--- config.mk ---
export PLATFORM = sky130hd
export DESIGN_NAME = usbls_rx
export DESIGN_NICKNAME = d
export VERILOG_FILES = /design/src/rtl/usbls_rx_pkg.sv /design/src/rtl/usbls_line_in.sv /design/src/rtl/usbls_bit_timer.sv /design/src/rtl/usbls_bit_unstuff.sv /design/src/rtl/usbls_rx.sv
export SDC_FILE = /design/constraint.sdc
export NUM_CORES = 1
export LEC_CHECK = 0
export ABC_AREA = 1
export BUFFER_PORTS_ARGS = -buffer_cell sky130_fd_sc_hd__buf_2
export CAP_MARGIN = 20
export CORE_ASPECT_RATIO = 0.9
export CORE_MARGIN = 8
export CORE_UTILIZATION = 60
export CTS_CLUSTER_DIAMETER = 100
export DETAILED_ROUTE_END_ITERATION = 8
export PLACE_DENSITY = 0.79
export SYNTH_ARGS = -nofsm -noshare
export SYNTH_HDL_FRONTEND = slang
export SYNTH_SLANG_ARGS = --single-unit
--- constraint.sdc ---
create_clock -name clk -period 2.67 [get_ports clk]
set_input_delay 0.534 -clock clk [delete_from_list [all_inputs] [get_ports clk]]
set_output_delay 0.534 -clock clk [all_outputs]
set_load 0.005 [all_outputs]
--- src/rtl/usbls_rx_pkg.sv ---
package usbls_rx_pkg;
  // bus state, encoded as {dp, dm}
  typedef enum logic [1:0] {
    LN_SE0 = 2'b00,
    LN_J   = 2'b01,
    LN_K   = 2'b10,
    LN_SE1 = 2'b11
  } line_t;

  typedef enum logic [1:0] {
    ST_IDLE,
    ST_HUNT,
    ST_RECV,
    ST_DRAIN
  } rx_st_t;
endpackage

--- src/rtl/usbls_line_in.sv ---
module usbls_line_in
  import usbls_rx_pkg::*;
(
  input  logic  clk,
  input  logic  rst,
  input  logic  dp,
  input  logic  dm,
  output line_t ln,
  output logic  jk_edge,
  output logic  jk_trans
);
  line_t ln_q;

  always_ff @(posedge clk) begin
    if (rst) begin
      ln   <= LN_J;
      ln_q <= LN_J;
    end else begin
      ln   <= line_t'({dp, dm});
      ln_q <= ln;
    end
  end

  assign jk_edge  = (ln == LN_K) && (ln_q == LN_J);
  assign jk_trans = jk_edge || ((ln == LN_J) && (ln_q == LN_K));


  idle_after_reset_chk: assert property (@(posedge clk) disable iff (rst)
    $fell(rst) |-> (ln_q == LN_J));
endmodule

--- src/rtl/usbls_bit_timer.sv ---
module usbls_bit_timer #(
  parameter int BIT_CLKS  = 11,
  parameter int SYNC_WAIT = 40
) (
  input  logic clk,
  input  logic rst,
  input  logic restart,
  input  logic lock,
  input  logic track,
  input  logic trans,
  output logic centre,
  output logic kk_point,
  output logic timeout
);
  localparam int HALF = BIT_CLKS / 2;
  localparam int CW   = $clog2(SYNC_WAIT + 1);
  localparam logic [CW-1:0] C_ZERO = '0;
  localparam logic [CW-1:0] C_ONE  = CW'(1);
  localparam logic [CW-1:0] C_HALF = CW'(HALF);
  localparam logic [CW-1:0] C_LOCK = CW'(HALF + 1);
  localparam logic [CW-1:0] C_KK   = CW'(HALF + BIT_CLKS);
  localparam logic [CW-1:0] C_LAST = CW'(BIT_CLKS - 1);
  localparam logic [CW-1:0] C_PEN  = CW'(BIT_CLKS - 2);
  localparam logic [CW-1:0] C_TMO  = CW'(SYNC_WAIT - 1);
  localparam logic [CW-1:0] C_SAT  = CW'(SYNC_WAIT);

  logic [CW-1:0] cnt, nxt;

  always_comb begin
    if (restart) begin
      nxt = C_ONE;                         // edge cycle counts as phase zero
    end else if (lock) begin
      nxt = C_LOCK;
    end else if (track) begin
      if (trans && (cnt != C_ZERO) && (cnt < C_HALF)) begin
        nxt = cnt;                         // edge arrived late: stretch one clock
      end else if (trans && (cnt > C_HALF)) begin
        if (cnt == C_LAST)     nxt = C_ONE; // edge arrived early: skip one clock
        else if (cnt == C_PEN) nxt = C_ZERO;
        else                   nxt = cnt + 2'd2;
      end else begin
        nxt = (cnt == C_LAST) ? C_ZERO : cnt + 1'b1;
      end
    end else begin
      nxt = (cnt == C_SAT) ? cnt : cnt + 1'b1;
    end
  end

  always_ff @(posedge clk) begin
    if (rst) cnt <= C_SAT;
    else     cnt <= nxt;
  end

  assign centre   = track && (cnt == C_HALF);
  assign kk_point = !track && (cnt == C_KK);
  assign timeout  = !track && (cnt == C_TMO);


  phase_range_chk: assert property (@(posedge clk) disable iff (rst)
    track |-> (cnt <= C_LAST));

  single_sample_chk: assert property (@(posedge clk) disable iff (rst)
    centre |=> !centre);
endmodule

--- src/rtl/usbls_bit_unstuff.sv ---
module usbls_bit_unstuff #(
  parameter int STUFF_RUN = 6
) (
  input  logic       clk,
  input  logic       rst,
  input  logic       start,
  input  logic       smp,
  input  logic       lvl_j,
  output logic       byte_rdy,
  output logic [7:0] byte_nxt
);
  localparam int OW = $clog2(STUFF_RUN + 1);
  localparam logic [OW-1:0] RUN_C = OW'(STUFF_RUN);

  logic          ref_j;
  logic [OW-1:0] ones;
  logic [2:0]    bitcnt;
  logic [7:0]    sr;
  logic          bit_v, stuff;

  assign bit_v    = (lvl_j == ref_j);
  assign stuff    = (ones == RUN_C);
  assign byte_nxt = {bit_v, sr[7:1]};
  assign byte_rdy = smp && !stuff && (bitcnt == 3'd7);

  always_ff @(posedge clk) begin
    if (rst) begin
      ref_j  <= 1'b1;
      ones   <= '0;
      bitcnt <= '0;
      sr     <= '0;
    end else if (start) begin
      ref_j  <= 1'b0;               // last sync bit is K
      ones   <= OW'(1);             // and decodes as a 1
      bitcnt <= '0;
    end else if (smp) begin
      ref_j <= lvl_j;
      if (stuff) begin
        ones <= '0;
      end else begin
        sr     <= byte_nxt;
        bitcnt <= bitcnt + 1'b1;
        ones   <= bit_v ? ones + 1'b1 : '0;
      end
    end
  end


  ones_limit_chk: assert property (@(posedge clk) disable iff (rst)
    ones <= RUN_C);

  stuff_dropped_chk: assert property (@(posedge clk) disable iff (rst)
    (smp && stuff && !start) |=> $stable(bitcnt));
endmodule

--- src/rtl/usbls_rx.sv ---
module usbls_rx
  import usbls_rx_pkg::*;
#(
  parameter int BIT_CLKS  = 11,
  parameter int SYNC_WAIT = 40,
  parameter int BUF_BYTES = 8
) (
  input  logic                               clk,
  input  logic                               rst,
  input  logic                               dp,
  input  logic                               dm,
  output logic                               byte_vld,
  output logic [7:0]                         byte_data,
  output logic                               pkt_done,
  output logic [$clog2(BUF_BYTES+1)-1:0]     byte_count,
  output logic                               sync_err,
  output logic                               ovf_err,
  input  logic [$clog2(BUF_BYTES)-1:0]       rd_addr,
  output logic [7:0]                         rd_data
);
  localparam int CW = $clog2(BUF_BYTES + 1);
  localparam int AW = $clog2(BUF_BYTES);
  localparam logic [CW-1:0] BUF_C = CW'(BUF_BYTES);

  line_t      ln;
  logic       jk_edge, jk_trans;
  logic       centre, kk_point, timeout;
  logic       restart, lock, track, smp, se0_hit, wr_en;
  logic       byte_rdy;
  logic [7:0] byte_nxt;
  rx_st_t     st;
  logic [7:0] mem [BUF_BYTES];

  usbls_line_in u_line (
    .clk(clk), .rst(rst), .dp(dp), .dm(dm),
    .ln(ln), .jk_edge(jk_edge), .jk_trans(jk_trans)
  );

  assign restart = jk_edge && ((st == ST_IDLE) || (st == ST_HUNT));
  assign lock    = (st == ST_HUNT) && !jk_edge && kk_point && (ln == LN_K);
  assign track   = (st == ST_RECV);

  usbls_bit_timer #(.BIT_CLKS(BIT_CLKS), .SYNC_WAIT(SYNC_WAIT)) u_timer (
    .clk(clk), .rst(rst), .restart(restart), .lock(lock), .track(track),
    .trans(jk_trans), .centre(centre), .kk_point(kk_point), .timeout(timeout)
  );

  assign smp     = centre && ((ln == LN_J) || (ln == LN_K));
  assign se0_hit = centre && (ln == LN_SE0);

  usbls_bit_unstuff #(.STUFF_RUN(6)) u_unstuff (
    .clk(clk), .rst(rst), .start(lock), .smp(smp), .lvl_j(ln == LN_J),
    .byte_rdy(byte_rdy), .byte_nxt(byte_nxt)
  );

  assign wr_en = track && byte_rdy && (byte_count != BUF_C);

  always_ff @(posedge clk) begin
    if (rst) begin
      st         <= ST_IDLE;
      byte_vld   <= 1'b0;
      byte_data  <= '0;
      pkt_done   <= 1'b0;
      byte_count <= '0;
      sync_err   <= 1'b0;
      ovf_err    <= 1'b0;
    end else begin
      byte_vld <= 1'b0;
      pkt_done <= 1'b0;
      sync_err <= 1'b0;
      ovf_err  <= 1'b0;
      case (st)
        ST_IDLE: if (jk_edge) st <= ST_HUNT;
        ST_HUNT: begin
          if (lock) begin
            st         <= ST_RECV;
            byte_count <= '0;
          end else if (!jk_edge && timeout) begin
            st       <= ST_IDLE;
            sync_err <= 1'b1;
          end
        end
        ST_RECV: begin
          if (se0_hit) begin
            st       <= ST_IDLE;
            pkt_done <= 1'b1;
          end else if (byte_rdy) begin
            if (byte_count == BUF_C) begin
              st      <= ST_DRAIN;
              ovf_err <= 1'b1;
            end else begin
              byte_vld   <= 1'b1;
              byte_data  <= byte_nxt;
              byte_count <= byte_count + 1'b1;
            end
          end
        end
        ST_DRAIN: if (ln == LN_SE0) st <= ST_IDLE;
        default:  st <= ST_IDLE;
      endcase
    end
  end

  // buffer: write port fed by the receiver, registered read port
  always_ff @(posedge clk) begin
    if (wr_en) mem[byte_count[AW-1:0]] <= byte_nxt;
  end

  always_ff @(posedge clk) begin
    rd_data <= mem[rd_addr];
  end


  no_overflow_chk: assert property (@(posedge clk) disable iff (rst)
    byte_vld |-> (byte_count <= BUF_C));

  count_step_chk: assert property (@(posedge clk) disable iff (rst)
    byte_vld |-> (byte_count == $past(byte_count) + 1'b1));

  done_hold_chk: assert property (@(posedge clk) disable iff (rst)
    pkt_done |-> $stable(byte_count));

  sync_src_chk: assert property (@(posedge clk) disable iff (rst)
    sync_err |-> ($past(st) == ST_HUNT));
endmodule

Yosys cells after proc, flatten, opt, wreduce, memory -nomap -nowiden. Memory sizes are Yosys's and may differ from the RTL's. A register that Yosys moved wholly into a read port is not among the register bits. Index checks and enable logic that the tools add are counted.

Flip-flop bits (word level): 43. Bits in writable memories: 64. Input bits: 7. Output and inout bits: 24. Word-level logic and storage cells: 143. Memories: 1.

$add $sub $neg: 5. Order comparisons: 2. Equality and inequality tests: 33. Muxes and demuxes: 34. Bitwise logic cells: 7. Reduce and logical (&&, ||, !) cells: 44.

Memory list: mem (depth 8, width 8, rd ports 1, clocked after memory_dff 1, write ports 1, line usbls_rx.sv:32) `logic [7:0] mem [BUF_BYTES];`.

Operators with widths (count): 2-to-1 mux 6 bit (9); logical AND 1 bit (19); 2-to-1 mux 4 bit (4); 2-to-1 mux 2 bit (7); inequality test 2 bit (second input constant) (7); equality test 6 x 4 -> 1 bit (second input constant) (2); equality test 6 bit (second input constant) (2); inequality test 4 bit (second input constant) (3); 2-to-1 mux 1 bit (10); AND reduction 5 bit (2); equality test 2 bit (second input constant) (4); case mux 2 bit (4 select lines) (1); case mux 4 bit (2 select lines) (1); AND reduction 2 bit (4); inverter 1 bit (7); adder 3 x 1 -> 3 bit (second input constant) (2); adder 6 x 1 -> 6 bit (second input constant) (1); adder 6 x 2 -> 6 bit (second input constant) (1); equality test 2 x 1 -> 1 bit (second input constant) (3); equality test 3 bit (second input constant) (2); equality test 6 x 3 -> 1 bit (second input constant) (1); equality test 6 x 5 -> 1 bit (second input constant) (1); greater-than comparator 6 x 3 -> 1 bit (second input constant) (1); less-than comparator 6 x 3 -> 1 bit (second input constant) (1); other kinds (18) (30).

Depth between registers and ports, before layout.
Depth in word-level cells: 9. Depth in mapped cells: 12. Gate-level depth less buffers: 12.

Cells and area by module. From an unflattened synthesis, not the netlist that was laid out.

Cells, all modules: 590. Area total of the unflattened synthesis: 5238.8 µm².

Modules (own cells, without submodules): usbls_rx (instances 1, cells each 341, area each 3588.4 µm², seq. area each 2442.3 µm²); usbls_bit_timer (instances 1, cells each 145, area each 867.1 µm², seq. area each 120.1 µm²); usbls_bit_unstuff (instances 1, cells each 84, area each 638.1 µm², seq. area each 280.3 µm²); usbls_line_in (instances 1, cells each 20, area each 145.1 µm², seq. area each 80.1 µm²).

Worst setup path after synthesis. Ideal clock, no wire load.

Path kind: reg2reg. Start: register u_timer.cnt[1]. End: memory mem[4][0], enable pin. Setup time: 0.383 ns. Arrival: 1.970 ns. Required time: 2.287 ns. Setup slack: 0.317 ns. Cell stages (with the launch flop): 11. Path buffers: 0. Period minus slack after synthesis: 2.353 ns. Path through: dfxtp_1 -> inv_1 -> ha_1 -> nand3_2 -> nor2_4 -> nand4_4 -> nor2_4 -> nand2_1 -> inv_1 -> nand3_1 -> nor3_1.

Word-level cells in the longest chain between the ends: 9.

Ends and longest elaborated chain: from (decl) (line usbls_bit_timer.sv:27) `logic [CW-1:0] cnt, nxt;`; from (signal assigned) (line usbls_bit_timer.sv:51) `else cnt <= nxt;`; equality test 6 x 3 -> 1 bit (line usbls_bit_timer.sv:54) `assign centre = track && (cnt == C_HALF);`; logical AND 1 bit (line usbls_bit_timer.sv:54); logical AND 1 bit (line usbls_rx.sv:48) `assign smp = centre && ((ln == LN_J) || (ln == LN_K));`; logical AND 1 bit (2 in series) (line usbls_bit_unstuff.sv:24) `assign byte_rdy = smp && !stuff && (bitcnt == 3'd7);`; logical AND 1 bit (2 in series) (line usbls_rx.sv:56) `assign wr_en = track && byte_rdy && (byte_count != BUF_C);`; 2-to-1 mux 1 bit (line usbls_rx.sv:106) `if (wr_en) mem[byte_count[AW-1:0]] <= byte_nxt;`; 2-to-1 mux 1 bit (not written as such) (line usbls_rx.sv:106); to (decl) (line usbls_rx.sv:32).

No other way between the ends.

Worst setup path in the final report.
Start: register u_timer.cnt[1]. End: memory mem[6][5], enable pin.

The elaborated chain is that of the path after synthesis.

==> qor.txt <==
Outcome -> finished, final reports clean
Worst-Margin Slew -> 0.632 ns
Simple-gate share of the synthesized area -> 19.3%
Share of layout cells above drive strength 1 -> 15.7%
Initial antenna violation count -> 0
Switch share -> 25.5%
DRC errors left -> 0
Yosys reg bits -> 114
PortBufs -> 30
Adder-Cell Fraction of Synth Area -> 3.79%
Syn Area/Cell -> 9.49 sq um
Xor/xnor share of the synthesized area -> 1.41%
Synth cell types -> 32
Final worst-path setup slack -> 0.401 ns
Cells after Synth -> 522
Total GRT Usage -> 20.7%
Initial DRT Pass Iterations -> 5
Yosys top cell area share -> 38.8%
Initial Utilization -> 61.7%
Setup violations, final -> 0
R2R Path Start -> u_timer.cnt[1]$_SDFFE_PP0P_
Int Pwr -> 0.00349 W
Main combinational cell family by area after synthesis -> simple AND/OR/NAND/NOR gates
Clock root cell -> clkbuf_8
Post_cts resized -> 0
HP Class -> primary input to flip-flop
Period utilization -> 85.0%
Clk_skew -> 0.0104 ns
Core area -> 8030 sq um
Clock Sinks -> 114
Post-Syn Area -> 4950 sq um
Setup TNS Final -> 0 ns
Crit-path cells -> inv_1, ha_1, nand3_2, nor2_4, nand4_4, nor2_4, nand2_1, inv_1, nand3_1, nor3_1, buf_4
Number of global-route vias before repair -> 3,760
Highest-delay cell along the critical path -> dfxtp_1
CP Launch Type -> flip-flop
Worst endpoint required time -> 2.87 ns
Post-synth top flop -> edfxtp_1
Area leader, netlist -> edfxtp_1
Clock power frac -> 47.3%
Overflow after GRT -> 0
Chip width -> 112 microns
Sequential power share -> 41.6%
Crit path time final -> 2.27 ns
Routability cong. -> 0.917
VDD IR max -> 0.626 mV
H-tree Lvls -> 4
Pwr Density -> 804 nW/um^2
Routed wire length -> 11,200 microns
Switching Power -> 0.00120 W
Length in cells of the worst reg-to-reg path -> 11
Via density -> 5.65
Inserted Diodes -> 0
Multiplexer area fraction after synthesis -> 0%
Clock slew at reported path FFs -> 0.06 ns
ANT nets after route -> 0
First-pass GRT wire length -> 18,400 microns
CP arrival -> 2.47 ns
Compound-Gate Fraction of Synth Area -> 10.7%
Final Hold Fails -> 0
Die ar. -> 11,400 sq um
Max incr delay on CP -> 0.35 ns
Post-DP HPWL -> 7340 microns
Number of fillers in the final layout -> 542
Worst r2r dst -> mem[6][5]$_DFFE_PP_
WL per Instance -> 16.6 microns
Number of DRC markers in iteration 0 -> 289
CP Capture Type -> flip-flop
Count leader, synth -> nor2_1
TritonCTS buffer count -> 17
Max cap viols -> 0
Register area share after synthesis -> 59.0%
RSZ-0062 raised after global routing -> no
Synth top area cells -> edfxtp_1, dfxtp_1, nor2_1, nand2_1, o21ai_0
Ys async rst share -> 0%
Largest net degree at the start of global routing -> 33
Final nets -> 588
EDFF count, synth -> 64
Post-CTS Setup Repair Bufs -> 0
Syn nets -> 544
Worst path bufs/invs -> 3
Logic gate share of total power -> 11.1%
Hold depth -> 2
Setup WS pre-CTS -> 0.434 ns
Boundary Pins -> 31
Synth cell count leaders -> nor2_1, nand2_1, edfxtp_1
F_max -> 441 MHz
Row Count -> 31
CTS tree -> done
Min-delay src -> dm
Hold_buf cts -> 0
Static leakage -> 2.37 nW
Via Count -> 3,833
Synth Warn # -> 0
Clk buf depth -> 2
Die Ht -> 102 microns
Worst path top cell family by delay -> simple AND/OR/NAND/NOR gates
Setup slack, reg-to-reg -> 0.40 ns
Layout area overhead -> 17.6%
Slew headroom -> 57.9%
Max-slew violation count -> 0
CP Max Fanout -> 8
Later-pin clock latency in the skew report -> 0.50 ns
Hold Path Sink -> u_line.ln[0]$_SDFF_PP1_
WS Path Type -> flip-flop to flip-flop
## stage by stage
step,std cells,utilization [%],hold WS (ns),power [W],instance area [sq um]
finish,678,72.6,0.217,0.00468,5830
global route,678,72.6,0.194,0.00485,5830
CTS,678,72.6,0.204,0.00468,5830
detailed placement,646,65.3,0.469,0.00248,5240
global placement,646,65.3,0.458,0.00247,5240
floorplan,522,-,0.449,0.00236,4950
## power groups by stage
stage | clock network [W] | logic [W] | registers, W
global route | 0.00231 | 0.000589 | 0.00195
CTS | 0.00222 | 0.000514 | 0.00194
finish | 0.00222 | 0.000520 | 0.00195
detailed placement | 0 | 0.000501 | 0.00198
floorplan | 0 | 0.000396 | 0.00196
global placement | 0 | 0.000492 | 0.00198
## sequential cells by signal (all words and copies together) (netlist names)
| name | cells |
|---|---|
| mem | 64 |
| u_line.ln_q | 2 |
| u_unstuff.bitcnt | 3 |
| pkt_done | 1 |
| ovf_err | 1 |
| u_timer.cnt | 6 |
| u_line.ln | 2 |
| u_unstuff.sr | 7 |
| rd_data | 8 |
| u_unstuff.ones | 3 |
| st | 2 |
| sync_err | 1 |
| u_unstuff.ref_j | 1 |
| byte_data | 8 |
| byte_count | 4 |
| byte_vld | 1 |
## how the worst max path moves through the flow
stage,startpoint,to,slack [ns],cells after the start
floorplan,u_timer.cnt[1]$_SDFFE_PP0P_,mem[4][0]$_DFFE_PP_,0.32,10
global route,u_timer.cnt[1]$_SDFFE_PP0P_,mem[6][5]$_DFFE_PP_,0.20,11
CTS,u_timer.cnt[1]$_SDFFE_PP0P_,mem[6][3]$_DFFE_PP_,0.41,11
finish,u_timer.cnt[1]$_SDFFE_PP0P_,mem[6][5]$_DFFE_PP_,0.40,11
global placement,u_timer.cnt[1]$_SDFFE_PP0P_,mem[2][5]$_DFFE_PP_,0.51,11
detailed placement,u_timer.cnt[1]$_SDFFE_PP0P_,mem[6][0]$_DFFE_PP_,0.43,11
## cell families (layout without fill, tap and decap cells)
family          count (synthesis)  count (layout)
compound gates                 97              97
xor+xnor                        8               8
fa+ha+maj                      15              15
buf+inv                        72             129
flops                         114             114
simple gates                  216             216
## layer usage
layer  up-vias  track usage, %  share of wire (%)
met1      1799            25.5                 43
met4         0            6.19               0.89
met2       169            34.7                 48
met3        14            6.32                8.1
met5         -               0                  0
li1       1851               -                  -
## final cells by class
cell class | instances | area [sq um] | share of cell area, %
multi-input combinational | 336 | 1740 | 29.9
clock inverter | 13 | 161 | 2.77
tap | 99 | 124 | 2.13
sequential | 114 | 2920 | 50.2
clock buffer | 19 | 422 | 7.24
timing repair buffer | 43 | 248 | 4.25
inverter | 54 | 204 | 3.50
## cells in the final DEF (no fill, tap or decap), types with 2 or more instances in the layout
| master | count |
|---|---|
| clkinvlp_4 | 4 |
| inv_2 | 4 |
| xnor2_1 | 3 |
| clkbuf_1 | 2 |
| nand4_1 | 6 |
| clkinv_2 | 4 |
| buf_2 | 30 |
| nor3_1 | 12 |
| clkbuf_16 | 16 |
| dfxtp_1 | 50 |
| a21oi_2 | 6 |
| o22ai_1 | 8 |
| inv_1 | 49 |
| ha_1 | 15 |
| clkinv_4 | 2 |
| nor2_4 | 2 |
| a31oi_1 | 8 |
| nand2_1 | 73 |
| nand3_1 | 30 |
| a21oi_1 | 28 |
| buf_4 | 13 |
| o21ai_0 | 45 |
| edfxtp_1 | 64 |
| nor2_1 | 86 |
| xor2_1 | 5 |
| bufinv_16 | 3 |
(Power assumes the default switching activity.)
